===== config.mk =====
export PLATFORM = sky130hd
export DESIGN_NAME = irq_accept
export DESIGN_NICKNAME = d
export VERILOG_FILES = /design/src/rtl/irq_pkg.sv /design/src/rtl/irq_sample.sv /design/src/rtl/irq_select.sv /design/src/rtl/irq_post.sv /design/src/rtl/irq_accept.sv
export SDC_FILE = /design/constraint.sdc
export NUM_CORES = 1
export LEC_CHECK = 0
export CORE_MARGIN = 4
export CORE_UTILIZATION = 42
export CTS_CLUSTER_DIAMETER = 200
export DETAILED_ROUTE_END_ITERATION = 10
export GPL_ROUTABILITY_DRIVEN = 0
export PLACE_DENSITY = 0.77
export SLEW_MARGIN = 40
export SYNTH_ARGS = -nofsm -noshare
export SYNTH_HDL_FRONTEND = slang
export SYNTH_SLANG_ARGS = --single-unit

===== constraint.sdc =====
create_clock -name clk -period 1.8 [get_ports clk]
set_input_delay 0.45 -clock clk [delete_from_list [all_inputs] [get_ports clk]]
set_output_delay 0.45 -clock clk [all_outputs]
set_load 0.02 [all_outputs]

===== src/rtl/irq_pkg.sv =====
package irq_pkg;
    parameter int IRQ_SLOTS  = 3;
    parameter int IRQ_SLOT_W = (IRQ_SLOTS > 1) ? $clog2(IRQ_SLOTS) : 1;
    parameter int IRQ_LVL_W  = 4;
    parameter int IRQ_TT_W   = 8;
    localparam logic [IRQ_LVL_W-1:0] IRQ_NMI = '1;
    localparam logic [IRQ_TT_W-1:0]  IRQ_EXT_BASE = 8'h10;

    typedef struct packed {
        logic [IRQ_LVL_W-1:0]  level;
        logic                  bk;
        logic [IRQ_SLOT_W-1:0] slot;
    } samp_t;

    typedef struct packed {
        logic                  valid;
        logic                  bk;
        logic [IRQ_SLOT_W-1:0] slot;
        logic [IRQ_TT_W-1:0]   tt;
    } sel_t;
endpackage


===== src/rtl/irq_sample.sv =====
module irq_sample
    import irq_pkg::*;
(
    input  logic                  clk,
    input  logic                  rst_n,
    input  logic [IRQ_LVL_W-1:0]  irl_pin,
    input  logic                  bkpt_req,
    input  logic [IRQ_SLOT_W-1:0] bkpt_slot,
    output samp_t                 samp_q
);
    samp_t samp_d;

    always_comb begin
        samp_d       = '0;
        samp_d.level = irl_pin;
        samp_d.bk    = bkpt_req;
        samp_d.slot  = bkpt_slot;
    end

    always_ff @(posedge clk) begin
        if (!rst_n) samp_q <= '0;
        else        samp_q <= samp_d;
    end


    sample_follow_chk: assert property (@(posedge clk) disable iff (!rst_n)
        $past(rst_n) |-> samp_q.level == $past(irl_pin));
endmodule


===== src/rtl/irq_select.sv =====
module irq_select
    import irq_pkg::*;
#(
    parameter logic [IRQ_TT_W-1:0] BKPT_TT = 8'h0B
) (
    input  logic                 clk,
    input  logic                 rst_n,
    input  samp_t                samp_q,
    input  logic                 psr_et,
    input  logic [IRQ_LVL_W-1:0] psr_pil,
    output sel_t                 sel_q
);
    sel_t sel_d;
    logic ext_ok;

    always_comb begin
        ext_ok = (samp_q.level != '0) &&
                 ((samp_q.level == IRQ_NMI) || (samp_q.level > psr_pil));
        sel_d = '0;
        if (psr_et) begin
            if (samp_q.bk) begin
                sel_d.valid = 1'b1;
                sel_d.bk    = 1'b1;
                sel_d.slot  = samp_q.slot;
                sel_d.tt    = BKPT_TT;
            end else if (ext_ok) begin
                sel_d.valid = 1'b1;
                sel_d.tt    = IRQ_EXT_BASE + {{(IRQ_TT_W-IRQ_LVL_W){1'b0}}, samp_q.level};
            end
        end
    end

    always_ff @(posedge clk) begin
        if (!rst_n) sel_q <= '0;
        else        sel_q <= sel_d;
    end


    sel_needs_et_chk: assert property (@(posedge clk) disable iff (!rst_n)
        sel_q.valid |-> $past(psr_et));

    sel_level_chk: assert property (@(posedge clk) disable iff (!rst_n)
        (sel_q.valid && !sel_q.bk) |->
            ($past(samp_q.level) == IRQ_NMI || $past(samp_q.level) > $past(psr_pil)));
endmodule


===== src/rtl/irq_post.sv =====
module irq_post
    import irq_pkg::*;
#(
    parameter int SLOTS = IRQ_SLOTS
) (
    input  logic                  clk,
    input  logic                  rst_n,
    input  sel_t                  sel_q,
    input  logic [SLOTS-1:0]      e0_valid,
    output logic                  exc_strobe,
    output logic [IRQ_SLOT_W-1:0] exc_slot,
    output logic [IRQ_TT_W-1:0]   exc_tt
);
    logic [IRQ_SLOT_W-1:0] last_slot;
    logic                  any_valid;
    logic                  bk_hit;

    always_comb begin
        last_slot = '0;
        any_valid = 1'b0;
        bk_hit    = 1'b0;
        for (int i = 0; i < SLOTS; i++) begin
            if (e0_valid[i]) begin
                last_slot = i[IRQ_SLOT_W-1:0];
                any_valid = 1'b1;
            end
            if (e0_valid[i] && (sel_q.slot == i[IRQ_SLOT_W-1:0])) bk_hit = 1'b1;
        end
    end

    always_comb begin
        exc_strobe = 1'b0;
        exc_slot   = '0;
        exc_tt     = '0;
        if (sel_q.valid) begin
            if (sel_q.bk && bk_hit) begin
                exc_strobe = 1'b1;
                exc_slot   = sel_q.slot;
                exc_tt     = sel_q.tt;
            end else if (!sel_q.bk && any_valid) begin
                exc_strobe = 1'b1;
                exc_slot   = last_slot;
                exc_tt     = sel_q.tt;
            end
        end
    end


    ext_slot_valid_chk: assert property (@(posedge clk) disable iff (!rst_n)
        (exc_strobe && !sel_q.bk) |-> (e0_valid >> exc_slot) == 1);

    bk_slot_chk: assert property (@(posedge clk) disable iff (!rst_n)
        (exc_strobe && sel_q.bk) |-> e0_valid[exc_slot]);
endmodule


===== src/rtl/irq_accept.sv =====
module irq_accept
    import irq_pkg::*;
#(
    parameter logic [IRQ_TT_W-1:0] BKPT_TT = 8'h0B
) (
    input  logic                  clk,
    input  logic                  rst_n,
    input  logic [IRQ_LVL_W-1:0]  irl_pin,
    input  logic                  bkpt_req,
    input  logic [IRQ_SLOT_W-1:0] bkpt_slot,
    input  logic                  psr_et,
    input  logic [IRQ_LVL_W-1:0]  psr_pil,
    input  logic [IRQ_SLOTS-1:0]  e0_valid,
    output logic                  exc_strobe,
    output logic [IRQ_SLOT_W-1:0] exc_slot,
    output logic [IRQ_TT_W-1:0]   exc_tt
);
    samp_t samp_q;
    sel_t  sel_q;

    irq_sample u_sample (
        .clk(clk), .rst_n(rst_n), .irl_pin(irl_pin),
        .bkpt_req(bkpt_req), .bkpt_slot(bkpt_slot), .samp_q(samp_q)
    );

    irq_select #(.BKPT_TT(BKPT_TT)) u_select (
        .clk(clk), .rst_n(rst_n), .samp_q(samp_q),
        .psr_et(psr_et), .psr_pil(psr_pil), .sel_q(sel_q)
    );

    irq_post #(.SLOTS(IRQ_SLOTS)) u_post (
        .clk(clk), .rst_n(rst_n), .sel_q(sel_q), .e0_valid(e0_valid),
        .exc_strobe(exc_strobe), .exc_slot(exc_slot), .exc_tt(exc_tt)
    );


    strobe_has_target_chk: assert property (@(posedge clk) disable iff (!rst_n)
        exc_strobe |-> (e0_valid != '0));

    quiet_outputs_chk: assert property (@(posedge clk) disable iff (!rst_n)
        !exc_strobe |-> (exc_slot == '0 && exc_tt == '0));

    tt_range_chk: assert property (@(posedge clk) disable iff (!rst_n)
        exc_strobe |-> (exc_tt == BKPT_TT || (exc_tt > 8'h10 && exc_tt <= 8'h1F)));
endmodule


==> results of run 1 <==
==> final timing paths <==
path	startpoint	to	slack (ns)	cells after the start
min reg2reg	u_sample.samp_q[1]$_SDFF_PN0_	u_select.sel_q[9]$_SDFF_PN0_	0.43	1
max reg2reg	u_sample.samp_q[4]$_SDFF_PN0_	u_select.sel_q[11]$_SDFF_PN0_	0.25	5
max	u_select.sel_q[8]$_SDFF_PN0_	exc_tt[1]	-0.06	5
min	u_sample.samp_q[1]$_SDFF_PN0_	u_select.sel_q[9]$_SDFF_PN0_	0.43	1
==> area by class of cell <==
cell class	instances	area, um^2	share of cell area (%)
multi-input combinational	46	393	35.7
tap	16	20.0	1.82
timing repair buffer	30	275	25.0
clock buffer	4	36.3	3.30
inverter	14	52.6	4.78
sequential	16	323	29.4
==> timing repair <==
action,4_1_cts,5_1_grt
resized for setup,45,12
pin swaps,7,7
gates cloned,0,0
setup endpoints to repair,11,14
buffers inserted,1,0
==> through the flow <==
step | setup TNS (ns) | hold WS (ns)
2_1_floorplan | 0 | 0.406
3_3_place_gp | -6.99 | 0.410
3_5_place_dp | -7.56 | 0.412
4_1_cts | -0.476 | 0.433
5_1_grt | -0.799 | 0.442
6_report | -0.274 | 0.432
==> cell usage in the layout (no fill, tap or decap), types with 2 or more instances in the layout <==
cell type and instances:
clkdlybuf4s15_1 2, dfxtp_1 14, o21ai_1 5, dfxtp_2 2, nor2_1 5, and2_1 9
ha_1 2, nand2_1 3, ha_4 2, clkbuf_4 3, buf_4 10, clkdlybuf4s50_1 12
inv_1 13, a21oi_1 2, conb_1 3, buf_6 3
==> registers in the layout, indices dropped and copies added (netlist names) <==
signal and flops:
u_sample.samp_q 7, u_select.sel_q 9
==> worst max-delay path: stages, from the launching register on <==
cell,delay (ns)
dfxtp_2,0.34
mux2i_1,0.13
o221ai_2,0.21
o311ai_4,0.17
nor2_1,0.13
buf_4,0.15
==> report_power, final <==
group	internal [mW]	total [mW]	switching [mW]
Sequential	0.368	0.380	0.0114
Combinational	0.0718	0.124	0.0525
Clock	0.123	0.226	0.103
==> cell families (layout without fill, tap and decap cells) <==
logic type	after synthesis	count (layout)	share of synthesized area (%)
AND/OR/NAND/NOR	27	27	22.4
other	1	3	0.511
flip-flops	16	16	43.7
AO/OA/AOI/OAI	11	11	15.0
multiplexers	1	1	1.37
adder cells (fa/ha/maj)	4	4	6.83
buffers and inverters	17	48	10.2
==> layer usage <==
layer  vias to the layer above  part of all wire, %
met4                         0                  3.9
li1                        314                    -
met1                       263                   39
met5                         -                    0
met2                        24                   51
met3                         6                  6.2
==> summary.txt, run 1 <==
Layout
  • Fillcell total: 131
  • Layout cells sized above 1: 28.2%
  • Antenna Cells: 0
  • Nets@finish: 132
  • Final core utilization: 69.8%
  • Non-Filler Instances: 126
  • Cell area after layout: 1100 um^2
  • Area grow syn2layout: 50.0%

STA
  • Slew @ Worst Pin: 0.504 ns
  • Maximum clock rate: 537 MHz
  • Slew Limit Fails: 0
  • Setup WS post-layout: -0.0622 ns
  • RSZ-0062 raised after global routing: true
  • Hold Vio Cnt, Final: 0
  • Setup Skew: 0.00242 ns
  • Max_slew headroom: 66.1%
  • Final setup viols: 6
  • Min Tclk post-route: 1.86 ns
  • Fin crit share: 103%

Synthesis
  • Synth area leaders: dfxtp_1, and2_1, inv_1, ha_1, o2111ai_4
  • Mapped cell area: 733 um^2
  • Number of synthesized flops with an enable pin: 0
  • Ys flop type: dfxtp_1
  • Synth warn: 0
  • Share of the synthesized area in the top cell type: 43.7%
  • Cell taking the most area after synthesis: dfxtp_1
  • Synth Register Bits: 16
  • Average cell area after synthesis: 9.52 um^2
  • Cells after Synth: 77
  • Post-synth cell types: 26
  • Commonest cells in the netlist: dfxtp_1, inv_1, and2_1
  • Ys async rst share: 0%
  • Most common cell in the netlist: dfxtp_1
  • Seq/Total Area, Yosys: 43.7%

GRT
  • Gr usage total: 12.1%
  • Initial antenna violation count: 0
  • GRT Max-Usage Layer: met2
  • Met2 Use GR: 22.2%
  • M1 GR Usage: 10.8%
  • Largest net degree at the start of global routing: 10
  • Grt ovf: 0
  • Vias in the first global route: 602
  • Met3 Use GR: 2.41%
  • First-pass GRT wire length: 2280 um

Routing
  • Drt first pass iters: 3
  • Initial DRC Count: 4
  • Post-DRT Antenna Nets: 0
  • DR vias: 607
  • DRT Wirelength: 1430 um
  • Vias/cell: 4.82
  • DRC violations left: 0
  • WL/cell: 11.3 um

Place
  • Cell count after placement: 121
  • Placed cell area: 1020 um^2
  • Placement Setup Slack: -0.794 ns
  • DPL Wire Length: 1100 um
  • # port buffers: 24

Setup path
  • Worst EP required: 1.35 ns
  • Worst Setup Start Kind: register
  • Setup crit end kind: primary output
  • CP Max Fanout: 6
  • Arr. time, crit path: 1.41 ns
  • Crit path kind: register to primary output

Die
  • Core Region: 1580 um^2
  • Initial Util: 46.5%
  • Core Rows: 14
  • Die width: 49.8 um
  • Ports: 28
  • Chip height: 49.8 um
  • Full die area: 2480 um^2

Run status
  • Outcome: finished with violations
  • Failing checks: setup timing

Hold path
  • Worst Hold Class: register to register

Clock network
  • Worst skew pair latency: 0.28 ns
  • Htree depth: 1
  • Clock slew at reported path FFs: 0.08 ns
  • CTS root buffer: clkbuf_4
  • Clk sinks: 16
  • CTS tree: done
  • Hold-fix buffers, CTS: 0
  • Clock Tree Buf Depth: 2
  • CTS Buf Count: 3

Power
  • Total power: 729 uW
  • Pwr dens: 663 nW/um^2
  • Peak supply drop: 0.517 mV
  • P_leak: 0.482 nW

Flow run
  • Max cap viols: 0
Power figures use the tool's default switching activity.
==> run 2: changes to the inputs <==
==> constraint.sdc (replaced) <==
create_clock -name clk -period 1.8 [get_ports clk]
set_input_delay 0.54 -clock clk [delete_from_list [all_inputs] [get_ports clk]]
set_output_delay 0.54 -clock clk [all_outputs]
set_load 0.02 [all_outputs]
==> run 2 against run 1 <==
  * The flow still finishes with violations (setup timing)
  * Largest power group unchanged
  * Largest cell class unchanged
  * Clock power is 21% lower
  * First-iteration DRC count is 50% higher
  * Critical path depth stayed put
  * Critical endpoint is now exc_tt[4]
  * Utilization is 1.7 points lower
  * Sequential share of layout area is 0.72 points higher
  * Clock skew is 0.0044 ns higher
  * Register-to-register slack better by 0.02 ns
  * Cell area is 2.4% lower
  * Power is 6.1% lower
==> summary.txt, run 2 (same netlist as run 1, synthesis figures left out) <==
Run status
  • Outcome: finished with violations
  • Failing checks: setup timing

Clock network
  • CTS root buffer: clkbuf_4
  • CTS Buf Count: 3 (unchanged)
  • Clock slew at reported path FFs: 0.08 ns (about the same)
  • Clock Tree Buf Depth: 2 (unchanged)
  • Hold-fix buffers, CTS: 0 (unchanged)
  • Htree depth: 1 (unchanged)
  • Worst skew pair latency: 0.28 ns (about the same)
  • CTS tree: done
  • Clk sinks: 16 (unchanged)
  • Post-CTS Setup Inserts: 0 (-1)

Power
  • Pwr dens: 638 nW/um^2 (-3.8%)
  • P_leak: 0.464 nW (-3.7%)
  • Peak supply drop: 0.443 mV (-14%)
  • Total power: 685 uW (-6.1%)

GRT
  • Grt ovf: 0 (unchanged)
  • First-pass GRT wire length: 2070 um (-9.3%)
  • Vias in the first global route: 529 (-12%)
  • Gr usage total: 11.0% (-1.1 points)
  • Initial antenna violation count: 0 (unchanged)
  • Largest net degree at the start of global routing: 9 (-1)

Routing
  • Post-DRT Antenna Nets: 0 (unchanged)
  • DR vias: 611 (+0.66%)
  • WL/cell: 11.4 um (+0.69%)
  • DRC violations left: 0 (unchanged)
  • Vias/cell: 4.93 (+2.3%)
  • DRT Wirelength: 1410 um (-0.91%)
  • Drt first pass iters: 2 (-1)
  • Initial DRC Count: 6 (+2)

Die
  • Full die area: 2480 um^2 (unchanged)
  • Core Region: 1580 um^2 (unchanged)
  • Core Rows: 14 (unchanged)
  • Die width: 49.8 um (unchanged)
  • Chip height: 49.8 um (unchanged)
  • Initial Util: 46.5% (unchanged)
  • Ports: 28 (unchanged)

Setup path
  • FF-to-FF path depth: 5 (unchanged)
  • Setup crit end kind: primary output
  • Worst EP required: 1.26 ns (-0.09 ns)
  • CP Max Fanout: 6 (unchanged)
  • Crit path kind: primary input to primary output
  • Worst Setup Start Kind: primary input
  • Arr. time, crit path: 1.41 ns (about the same)

STA
  • Setup WS post-layout: -0.153 ns (-0.0911 ns)
  • Min Tclk post-route: 1.95 ns (+0.0911 ns)
  • Final setup viols: 7 (+1)
  • Maximum clock rate: 512 MHz (-4.7%)
  • Setup Skew: 0.00678 ns (+0.00436 ns)
  • Slew Limit Fails: 0 (unchanged)
  • Hold slack: 0.433 ns (+0.00148 ns)
  • RSZ-0062 raised after global routing: true
  • Hold Vio Cnt, Final: 0 (unchanged)
  • Fin crit share: 109% (+5.1 points)

Place
  • Placed cell area: 1020 um^2 (unchanged)
  • DPL Wire Length: 1060 um (-4.2%)
  • Placement Setup Slack: -0.947 ns (-0.153 ns)
  • # port buffers: 24 (unchanged)

Flow run
  • Max cap viols: 0 (unchanged)

Hold path
  • Worst hold stages: 1 (unchanged)
  • Worst Hold Class: register to register

Layout
  • Largest register FFs: 9 (unchanged)
  • Layout cells sized above 1: 30.6% (+2.4 points)
  • Commonest non-fill, non-tap cells in the layout: inv_1, dfxtp_1, clkdlybuf4s50_1
  • Biggest register: u_select.sel_q
  • Largest registers: u_select.sel_q: 9 flops, u_sample.samp_q: 7 flops
  • Area grow syn2layout: 46.4%
  • Nets@finish: 131 (-0.76%)
  • Antenna Cells: 0 (unchanged)
  • Cell area after layout: 1070 um^2 (-2.4%)
  • Final core utilization: 68.1% (-1.7 points)
[run 2: changes by cell type in the layout (fill, tap and decap cells not counted), sizes merged]
cell | before | now
clkdlybuf4s15 | 2 | 1
buf | 14 | 15
clkbuf | 4 | 3
dlymetal6s2s | 1 | 0
[run 2: final timing paths]
kind                                                     end                           from  slack (ns)
worst min-delay path            u_select.sel_q[8]$_SDFF_PN0_  u_sample.samp_q[0]$_SDFF_PN0_        0.43
worst max-delay path                               exc_tt[4]                    e0_valid[2]       -0.15
worst max register to register  u_select.sel_q[1]$_SDFF_PN0_  u_sample.samp_q[4]$_SDFF_PN0_        0.27
worst min register to register  u_select.sel_q[8]$_SDFF_PN0_  u_sample.samp_q[0]$_SDFF_PN0_        0.43
[run 2: area by class of cell]
type | count | area, um^2
inverter | 14 | 52.6
sequential | 16 | 323
tap | 16 | 20.0
clock buffer | 3 | 22.5
multi-input combinational | 46 | 398
fill | 135 | 503
timing repair buffer | 29 | 258
[run 2: critical path: stages]
cell and delay, ns:
clkdlybuf4s15_2 0.20, buf_6 0.12, o311ai_4 0.30, nor2_1 0.09, buf_4 0.17
[run 2: metal layers]
layer / vias up / track usage, % / wire length, um
met2: 24 / 18.7 / 675
met1: 272 / 11.8 / 627
li1: 311 / - / -
met5: - / 0 / 0
met4: 0 / 8.29 / 31
met3: 4 / 2.41 / 79
[run 2: timing repair]
item	in CTS	in global routing
gates resized for setup	60	4
pin swaps	9	10
setup endpoints to repair	14	13
endpoints found under the hold margin	0	0
[run 2: power breakdown]
part	internal [mW]	switching, mW	leakage (nW)
Sequential	0.368	0.0110	0.132
Combinational	0.0730	0.0545	0.318
Clock	0.0776	0.101	0.0138
Total	0.519	0.166	0.464
[run 2: metrics by stage]
step                std cells  setup TNS, ns
finish                    124         -0.809
CTS                       124         -0.855
global route              124          -1.16
global placement          121          -8.97
detailed placement        121          -9.33
floorplan                  79              0
